## src/rtl/rxwd_pkg.sv

```systemverilog
// Shared definitions for the receiver idle watchdog.
// Assumes all strobes are single-cycle, synchronous to the block clock.
package rxwd_pkg;
    localparam int unsigned DEF_IDLE_LIMIT = 64;

    // FIFO activity strobes gathered into one bundle.
    typedef struct packed {
        logic load;
        logic rd_local;
        logic rd_global;
    } rx_fifo_act_t;
endpackage

```

## src/rtl/rxwd_activity.sv

```systemverilog
// Merges the FIFO activity strobes into "any activity" and "any read".
// Assumes the strobes are already synchronous; purely combinational.
module rxwd_activity
    import rxwd_pkg::*;
(
    input  rx_fifo_act_t act,
    output logic         any_act,
    output logic         any_read
);
    // Combine: any strobe restarts the count, only reads clear the flag.
    always_comb begin
        any_read = act.rd_local | act.rd_global;
        any_act  = any_read | act.load;
    end
endmodule

```

## src/rtl/rxwd_idle_counter.sv

```systemverilog
// Counts bit ticks while the FIFO is non-empty and idle. It fires on the
// tick that moves the count from IDLE_LIMIT to IDLE_LIMIT+1, then saturates.
// Assumes bit_tick is a one-cycle pulse.
module rxwd_idle_counter #(
    parameter int unsigned IDLE_LIMIT = 64
) (
    input  logic clk,
    input  logic rst_n,
    input  logic enable,
    input  logic bit_tick,
    input  logic any_act,
    input  logic not_empty,
    output logic fire
);
    localparam int unsigned SAT_VAL = IDLE_LIMIT + 1;
    localparam int unsigned CNT_W   = $clog2(IDLE_LIMIT + 2);
    localparam logic [CNT_W-1:0] SAT_C   = CNT_W'(SAT_VAL);
    localparam logic [CNT_W-1:0] LIMIT_C = CNT_W'(IDLE_LIMIT);

    logic [CNT_W-1:0] cnt_q;
    logic             run;

    // Counting allowed only when enabled, holding data and quiet.
    always_comb begin
        run  = enable & not_empty & ~any_act;
        fire = run & bit_tick & (cnt_q == LIMIT_C);
    end

    // Idle count: restart on activity or empty/disable, saturate past limit.
    always_ff @(posedge clk) begin
        if (!rst_n)
            cnt_q <= '0;
        else if (!run)
            cnt_q <= '0;
        else if (bit_tick && cnt_q != SAT_C)
            cnt_q <= cnt_q + 1'b1;
    end

    a_r2_restart: assert property (@(posedge clk) disable iff (!rst_n)
        any_act |=> (cnt_q == '0));
    a_r4_empty_hold: assert property (@(posedge clk) disable iff (!rst_n)
        !not_empty |=> (cnt_q == '0));
    a_r7_disable_hold: assert property (@(posedge clk) disable iff (!rst_n)
        !enable |=> (cnt_q == '0));
    a_r6_saturate: assert property (@(posedge clk) disable iff (!rst_n)
        (cnt_q == SAT_C && run) |=> (cnt_q == SAT_C));
endmodule

```

## src/rtl/rxwd_flag_ctl.sv

```systemverilog
// Holds the sticky timeout flag and the one-cycle expiry pulse.
// A read clears the flag and takes priority over a coincident fire.
module rxwd_flag_ctl (
    input  logic clk,
    input  logic rst_n,
    input  logic fire,
    input  logic any_read,
    input  logic load,
    output logic flag,
    output logic expire
);
    // Flag set on fire, cleared by either read path.
    always_ff @(posedge clk) begin
        if (!rst_n)
            flag <= 1'b0;
        else if (any_read)
            flag <= 1'b0;
        else if (fire)
            flag <= 1'b1;
    end

    // Expiry pulse registered alongside the flag rise.
    always_ff @(posedge clk) begin
        if (!rst_n)
            expire <= 1'b0;
        else
            expire <= fire & ~any_read;
    end

    a_r5_read_clears: assert property (@(posedge clk) disable iff (!rst_n)
        any_read |=> !flag);
    a_r10_load_keeps: assert property (@(posedge clk) disable iff (!rst_n)
        (flag && load && !any_read) |=> flag);
    a_r6_one_pulse: assert property (@(posedge clk) disable iff (!rst_n)
        expire |=> !expire);
    a_r3_pulse_with_flag: assert property (@(posedge clk) disable iff (!rst_n)
        expire |-> flag);
endmodule

```

## src/rtl/rx_idle_watchdog.sv

```systemverilog
// Receiver idle watchdog top: activity merge, idle counter, flag control
// and interrupt masking. Assumes the FIFO and baud tick live outside.
module rx_idle_watchdog
    import rxwd_pkg::*;
#(
    parameter int unsigned IDLE_LIMIT = DEF_IDLE_LIMIT
) (
    input  logic clk,
    input  logic rst_n,
    input  logic enable,
    input  logic bit_tick,
    input  logic fifo_load,
    input  logic host_rd,
    input  logic global_rd,
    input  logic fifo_not_empty,
    input  logic wd_mask,
    output logic wd_flag,
    output logic wd_expire,
    output logic wd_irq
);
    rx_fifo_act_t act;
    logic         any_act;
    logic         any_read;
    logic         fire;

    // Bundle the strobes for the merge stage.
    always_comb begin
        act.load      = fifo_load;
        act.rd_local  = host_rd;
        act.rd_global = global_rd;
    end

    rxwd_activity u_act (
        .act      (act),
        .any_act  (any_act),
        .any_read (any_read)
    );

    rxwd_idle_counter #(.IDLE_LIMIT(IDLE_LIMIT)) u_cnt (
        .clk       (clk),
        .rst_n     (rst_n),
        .enable    (enable),
        .bit_tick  (bit_tick),
        .any_act   (any_act),
        .not_empty (fifo_not_empty),
        .fire      (fire)
    );

    rxwd_flag_ctl u_flag (
        .clk      (clk),
        .rst_n    (rst_n),
        .fire     (fire),
        .any_read (any_read),
        .load     (fifo_load),
        .flag     (wd_flag),
        .expire   (wd_expire)
    );

    // Interrupt request only while the source is unmasked.
    always_comb wd_irq = wd_flag & wd_mask;

    a_r8_masked_quiet: assert property (@(posedge clk) disable iff (!rst_n)
        !wd_flag |-> !wd_irq);
endmodule

```

## config.mk

```make
export PLATFORM = sky130hd
export DESIGN_NAME = rx_idle_watchdog
export DESIGN_NICKNAME = d
export VERILOG_FILES = /design/src/rtl/rxwd_pkg.sv /design/src/rtl/rxwd_activity.sv /design/src/rtl/rxwd_idle_counter.sv /design/src/rtl/rxwd_flag_ctl.sv /design/src/rtl/rx_idle_watchdog.sv
export SDC_FILE = /design/constraint.sdc
export NUM_CORES = 1
export LEC_CHECK = 0
export CAP_MARGIN = 20
export CORE_MARGIN = 2
export CORE_UTILIZATION = 30
export CTS_BUF_LIST = sky130_fd_sc_hd__clkbuf_8
export DETAILED_ROUTE_END_ITERATION = 7
export DONT_BUFFER_PORTS = 1
export RECOVER_POWER = 50
export SYNTH_ARGS = -nofsm -noshare
export SYNTH_HDL_FRONTEND = slang
export SYNTH_SLANG_ARGS = --single-unit
```

## constraint.sdc

```tcl
create_clock -name clk -period 3.8 [get_ports clk]
set_input_delay 0.57 -clock clk [delete_from_list [all_inputs] [get_ports clk]]
set_output_delay 0.57 -clock clk [all_outputs]
set_load 0.01 [all_outputs]
```

# --- After elaboration in Yosys (flattened, before gate mapping) ---
# Index checks and enable logic that the tools add are counted.
totals:
  ramBits: 0
  output_inout_bits: 3
  rom_bits: 0
  ff_bits: 9
  latchBits: 0
  n_memories: 0
  input_bits: 9
  elab_cells: 20
op_classes:
  bitwise_logic: 11
  n_reduce_logical: 3
  div: 0
  n_mux: 0
  multipliers: 0
  eq_ne: 2
  addsub: 1
  n_shift: 0
  order_cmp: 0
ops:
  columns: ["cell", "count"]
  rows:
  - ["$add 7x1->7 const B", 1]
  - ["$eq 7x7->1 const B", 1]
  - ["$ne 7x7->1 const B", 1]
  - ["$and 1x1->1", 6]
  - ["$not 1->1", 3]
  - ["$or 1x1->1", 2]
  - ["$reduce_and 2->1", 1]
  - ["$reduce_or 2->1", 1]
  - ["$logic_and 1x1->1", 1]

# --- Logic depth before layout (Yosys ltp) ---
# Gate-level depths: netlist of the first run.
logic_depth:
  ltp_word: 7
  mapped_depth: 4
  depth_no_buf: 4

# --- Modules after synthesis ---
# From an unflattened synthesis of the first run, not the netlist that was laid out.
hier_totals:
  hier_cells: 53
  area_unflattened_um2: 491.7
modules_own_cells:
  columns: ["module", "seq_area_each_um2", "cells_per_inst", "n_inst", "area_per_inst_um2"]
  rows:
  - ["rxwd_idle_counter", 140.1, 45, 1, 407.9]
  - ["rxwd_flag_ctl", 40.0, 5, 1, 65.1]
  - ["rxwd_activity", 0.0, 2, 1, 12.5]
  - ["rx_idle_watchdog", 0.0, 1, 1, 6.3]

# --- Worst setup path after synthesis of the first run ---
# No wires, ideal clock.
synth_timing:
  path_kind: "input port to flip-flop"
  start: "in global_rd"
  end: "reg u_flag.flag"
  slack_ns: 2.479
  path_buffers: 0
  t_arrival_ns: 1.234
  setup_time_ns: 0.087
  t_required_ns: 3.713
  stages: 3
  path_cell_list: "nor3b_2 -> nand2_2 -> o31ai_1"
synth_between:
  elab_chain_cells: 6
  elab_cells_between_ends: 7
  cone_classes: "bitwise: 6; reduce/logical: 1"
synth_lines:
  columns: ["item", "line", "rtl"]
  rows:
  - ["start: declaration", "rx_idle_watchdog.sv:14", "input logic global_rd,"]
  - ["$or 1x1->1 (*)", "rxwd_activity.sv:12", "any_read = act.rd_local | act.rd_global;"]
  - ["$or 1x1->1", "rxwd_activity.sv:13", "any_act = any_read | act.load;"]
  - ["$not 1->1", "rxwd_idle_counter.sv:25", "run = enable & not_empty & ~any_act;"]
  - ["$and 1x1->1", "rxwd_idle_counter.sv:25", null]
  - ["$and 1x1->1 (2 in a row)", "rxwd_idle_counter.sv:26", "fire = run & bit_tick & (cnt_q == LIMIT_C);"]
  - ["end signal: assignment", "rxwd_flag_ctl.sv:15", "flag <= 1'b0;"]
  - ["end signal: assignment", "rxwd_flag_ctl.sv:17", "flag <= 1'b0;"]
  - ["end signal: assignment", "rxwd_flag_ctl.sv:19", "flag <= 1'b1;"]
  - ["end: declaration", "rxwd_flag_ctl.sv:9", "output logic flag,"]
# Mark *: on every way between the ends. The rest lies on a longest branch, timed or not.
# A chain may end at the register's enable or synchronous reset.

# --- Worst setup path in the final report of the first run ---
# Ends and elaborated chain as after synthesis.

==> flow_summary.json, run 1 <==
{
  "worstMarginPinSlew_ns": 0.607,
  "critPathMaxFanout": 7,
  "cellLeakagePower_uw": 0.000177,
  "path_class": "in2reg",
  "first_pass_iters": 4,
  "die_width_um": 42.6,
  "yosysTopAreaCellShare_pct": 40.3,
  "synth_warnings": 0,
  "rrSetupSlack_ns": 2.46,
  "io_pins": 12,
  "drc": 0,
  "area_delta_synth_final_pct": 12.6,
  "die_y_um": 42.6,
  "yosysSeqAreaShare_pct": 40.3,
  "cp.arrival_ns": 1.67,
  "synth-edff-count": 0,
  "power_density_mw_per_mm2": 410,
  "finalSetupViolCount": 0,
  "nets": 67,
  "clock-root-buffer": "clkbuf_8",
  "htreeDepth": 1,
  "min_to": "u_flag.expire",
  "skew_ns": 0.00361,
  "rr_endpoint": "u_cnt.cnt_q[6]",
  "power_switching_uw": 39.6,
  "cts_tree": "built",
  "synth_area_leaders": "dfxtp_1 40%, ha_1 8.4%, nand2_1 5.9%",
  "reg2reg_depth": 4,
  "switching_share_pct": 19.2,
  "cts_sinks": 9,
  "grt_max_degree": 8,
  "worstHoldStart": "bit_tick",
  "min_path_cells": 2,
  "critPathRequiredTime_ns": 3.95,
  "gp_congestion": 0.704,
  "grt_pass1_vias": 345,
  "postCtsHoldBufs": 0,
  "min_period_over_period_pct": 40.1,
  "grt.total_usage_pct": 10.7,
  "synth_nets": 62,
  "grt_pass1_wl_mm": 1.41,
  "hold_path.class": "in2reg",
  "hpwl_um": 591,
  "cp-start-kind": "input port",
  "register_area_um2": 180,
  "synth.distinct_cells": 21,
  "finalWirelength_um": 795,
  "routedWlPerCell_um": 11.5,
  "fmax_mhz": 656,
  "clkPwrFrac_pct": 52.1,
  "avgSynthCellArea_um2": 8.93,
  "fin_tns_setup_ns": 0,
  "rsz0062_at_grt": "no",
  "fp-row-count": 13,
  "vdd_drop_max_uv": 104,
  "io_buffer_count": 0,
  "overflow": 0,
  "viasPerCell": 5.12,
  "clk_pin_slew_ns": 0.05,
  "cts_setup_buffers": 0,
  "async_flop_share_pct": 0,
  "seqPwrFrac_pct": 46.0,
  "slew_headroom_pct": 59.5,
  "diodes": 0,
  "synthMostInstantiatedCell": "dfxtp_1",
  "ant_nets": 0,
  "r2r_start": "u_cnt.cnt_q[0]",
  "drt-initial-drc-count": 10,
  "vias": 353,
  "cts_resized": 0,
  "initial_core_util_pct": 33.1,
  "pre_cts_ws_ns": 2.35,
  "fin_ws_ns": 2.28,
  "synthCells": 50,
  "clockBufferDepth": 2,
  "status": "finished clean",
  "cts_buffers": 3,
  "slew_violations": 0,
  "combinationalPowerShare_pct": 1.9,
  "worst_setup_path_end_kind": "flip-flop",
  "clk_latency_ns": 0.23,
  "die_area_mm2": 0.00181,
  "synth.top_cells.by_count": "9 x dfxtp_1, 7 x nand2_1, 4 x nand3_1",
  "drive_above_1_share_pct": 9.26,
  "drv_cap": 0,
  "hold_viol_final": 0,
  "antenna_found_initial": 0,
  "multi_input_area_um2": 248,
  "p_int_uw": 167,
  "hold_ws_ns": 0.497,
  "fillers": 141,
  "synth_area_leader_cell": "dfxtp_1",
  "synth_flop_cell": "dfxtp_1",
  "core-area_mm2": 0.00135,
  "ys_ff_latch": 9,
  "min_period_ns": 1.52,
  "synth.cell_area_um2": 447
}
==> cell usage in the layout (no fill, tap or decap) <==
cell	n
a31oi_1	1
o21ai_0	2
nor3b_1	1
nor4_2	1
a21oi_1	3
xor2_1	2
nor3_1	1
a311o_2	1
dfxtp_1	9
mux2i_1	2
nand3_1	4
and3b_1	1
clkbuf_8	3
ha_1	3
nor2_1	2
inv_1	4
nand2_1	8
o31ai_1	1
nand4_1	2
and2_1	1
or3_1	2
==> worst max-delay path, cell delays in order <==
cell and delay (ns):
nor3b_1 0.50, nand2_1 0.31, o31ai_1 0.29
==> registers in the layout, indices dropped and copies added, names as in the netlist <==
signal and cells:
u_flag.expire 1, u_flag.flag 1, u_cnt.cnt_q 7
==> how the worst max path moves through the flow <==
| stage | start | to |
|---|---|---|
| 2_1_floorplan | global_rd | u_flag.flag |
| 3_3_place_gp | global_rd | u_flag.flag |
| 5_1_grt | global_rd | u_flag.flag |
| 3_5_place_dp | global_rd | u_flag.flag |
| 4_1_cts | u_flag.flag | wd_irq |
| 6_report | global_rd | u_flag.flag |
==> area by class of cell <==
type                       count  area share [%]
multi-input combinational     38            49.3
sequential                     9            35.8
clock buffer                   3            8.21
tap                           15            3.73
inverter                       3            2.24
clock inverter                 1           0.746
==> kinds of logic after synthesis <==
kind of cell / synth area share (%)
DFF: 40.3
buffers and inverters: 2.52
AOI/OAI and AO/OA: 11.2
xor gates and xnor gates: 3.92
adders and majority gates: 8.40
and+or+nand+nor: 29.1
muxes: 4.48
==> per-stage QoR <==
stage               power, uW  instances  area (um2)  utilization, %
finish                    206         69         503            37.3
global route              216         69         503            37.3
CTS                       210         69         510            37.8
detailed placement        101         65         465            34.5
global placement          101         65         465            34.5
floorplan                 100         50         447               -
==> power by group through the flow <==
| stage | logic, uW | clock network [uW] | registers (uW) |
|---|---|---|---|
| 2_1_floorplan | 3.74 | 0 | 96.6 |
| 3_3_place_gp | 4.15 | 0 | 96.6 |
| 3_5_place_dp | 4.29 | 0 | 96.6 |
| 4_1_cts | 4.33 | 111 | 94.8 |
| 5_1_grt | 4.61 | 116 | 94.7 |
| 6_report | 3.92 | 107 | 94.9 |
==> metal layers <==
| metal | track usage [%] | vias to the layer above | routed length, um |
|---|---|---|---|
| li1 | - | 186 | - |
| met3 | 3.88 | 2 | 25 |
| met4 | 9.38 | 0 | 12 |
| met2 | 16.3 | 9 | 380 |
| met1 | 11.4 | 156 | 375 |
| met5 | 0 | - | 0 |
Power figures use the tool's default switching activity.
==> run 2: changes to the inputs <==
- clock period: 3.8 -> 1.4 ns (I/O delays scaled with it)
==> run 2 against run 1 <==
Compared with the run above: via count rose by 2.8%; sequential power rose to 2.7 times the previous value; hold slack got worse by 0.36 ns; first-iteration DRC count fell by 50%; non-clock buffer count rose by 1; sequential share of layout area fell by 0.88 points; flip-flop and latch count did not move; die area did not move; combinational power rose to 3.5 times the previous value; critical path depth rose by 1; final cell count rose by 1.4%; design area rose by 3.2%.
==> flow_summary.json, run 2 (synthesis gave the netlist of run 1 again) <==
{
  "drv_cap": 0,
  "cts_buffers": 3,
  "ant_nets": 0,
  "total_power_uw": 568,
  "hpwl_um": 578,
  "io_pins": 12,
  "routedWlPerCell_um": 10.9,
  "grt_pass1_vias": 332,
  "pre_cts_ws_ns": 0.103,
  "final_cells": 70,
  "vias": 363,
  "die_y_um": 42.6,
  "layout_commonest_cell": "dfxtp_1",
  "clk_pin_slew_ns": 0.04,
  "final_cell_mix": "8 x dfxtp_1, 7 x nand2_1, 4 x inv_1, 4 x nand3_1",
  "place_inst": 66,
  "utilization_pct": 38.5,
  "largest_reg_flops": 7,
  "vdd_drop_max_uv": 322,
  "fp-row-count": 13,
  "worstHoldStart": "bit_tick",
  "fin_tns_setup_ns": 0,
  "antenna_found_initial": 0,
  "clock-root-buffer": "clkbuf_8",
  "hold_path.class": "in2reg",
  "hold_viol_final": 0,
  "critPathRequiredTime_ns": 1.56,
  "slowest_delay_ns": 0.37,
  "skew_ns": 0.000565,
  "power_density_mw_per_mm2": 1090,
  "slew_violations": 0,
  "reg_top3": "u_cnt.cnt_q: 7 flops, u_flag.expire: 1 flops, u_flag.flag: 1 flops",
  "rsz0062_at_grt": "no",
  "drt-initial-drc-count": 5,
  "first_pass_iters": 2,
  "drc": 0,
  "drive_above_1_share_pct": 16.4,
  "overflow": 0,
  "status": "finished clean",
  "slowest_stage": "dfxtp_1",
  "min_period_over_period_pct": 91.1,
  "startpoint": "u_cnt.cnt_q[1]",
  "min_period_ns": 1.28,
  "grt_max_degree": 8,
  "grt_pass1_wl_mm": 1.41,
  "area_delta_synth_final_pct": 16.2,
  "gp_congestion": 0.744,
  "worst_setup_path_end_kind": "flip-flop",
  "fmax_mhz": 784,
  "fin_ws_ns": 0.125,
  "diodes": 0,
  "cp-start-kind": "flip-flop",
  "core-area_mm2": 0.00135,
  "clk_latency_ns": 0.23,
  "io_buffer_count": 0,
  "cp.arrival_ns": 1.44,
  "cts_setup_buffers": 0,
  "slew_headroom_pct": 77.1,
  "critPathMaxFanout": 4,
  "finalWirelength_um": 760,
  "grt.total_usage_pct": 10.8,
  "path_class": "reg2reg",
  "r2r_start": "u_cnt.cnt_q[1]",
  "worstMarginPinSlew_ns": 0.340,
  "cts_tree": "built",
  "htreeDepth": 1,
  "clockBufferDepth": 2,
  "cp_cell_sequence": "ha_1 > nand4_1 > or3_1 > a21oi_1",
  "die_area_mm2": 0.00181,
  "viasPerCell": 5.19,
  "initial_core_util_pct": 33.1,
  "cts_sinks": 9,
  "nets": 68,
  "finalSetupViolCount": 0,
  "fillers": 141,
  "die_width_um": 42.6,
  "cellLeakagePower_uw": 0.000185,
  "largest_register": "u_cnt.cnt_q"
}
## run 2: cell count changes in the layout (fill, tap and decap cells not counted), sizes merged
cell	delta
buf	+1
## run 2: timing repair
| action | CTS | global route |
|---|---|---|
| gates resized for setup | 0 | 1 |
| hold buffers | 0 | 0 |
| setup endpoints to repair | 0 | 1 |
## run 2: per-layer routing
layer / routed length, um / GRT usage (%)
met1: 369 / 13.8
met2: 335 / 13.8
met3: 32 / 5.17
met4: 23 / 7.50
met5: 0 / 0
## run 2: final cells by class
cell class,count,area (um2),share of cell area [%]
clock inverters,1,3.75,0.723
inverters,3,11.3,2.17
repair buffers,1,7.51,1.45
well taps,15,18.8,3.61
flip-flops and latches,9,181,34.9
multi-input cells,38,255,49.2
clock buffers,3,41.3,7.95
## run 2: worst paths after layout
path	to	slack, ns	cells after the start
hold reg to reg	u_cnt.cnt_q[0]	0.51	2
hold / removal	u_flag.expire	0.14	2
setup / recovery	u_cnt.cnt_q[6]	0.12	4
setup reg to reg	u_cnt.cnt_q[6]	0.12	4
## run 2: critical path: cells and delay by family (launching register included)
kind	cells	cell delay, ns
adder cells (fa/ha/maj)	1	0.18
flip-flops	1	0.37
AO/OA/AOI/OAI	1	0.15
AND/OR/NAND/NOR	2	0.52
## run 2: per-stage QoR
stage,cell area (um2),hold WS [ns]
global route,519,0.151
global placement,473,0.381
CTS,518,0.136
finish,519,0.138
floorplan,447,0.360
detailed placement,473,0.384
## run 2: where the power goes
| part | switching, uW | total (uW) | internal (uW) |
|---|---|---|---|
| Sequential | 0.215 | 258 | 257 |
| Combinational | 7.44 | 13.6 | 6.16 |
| Clock | 106 | 297 | 191 |
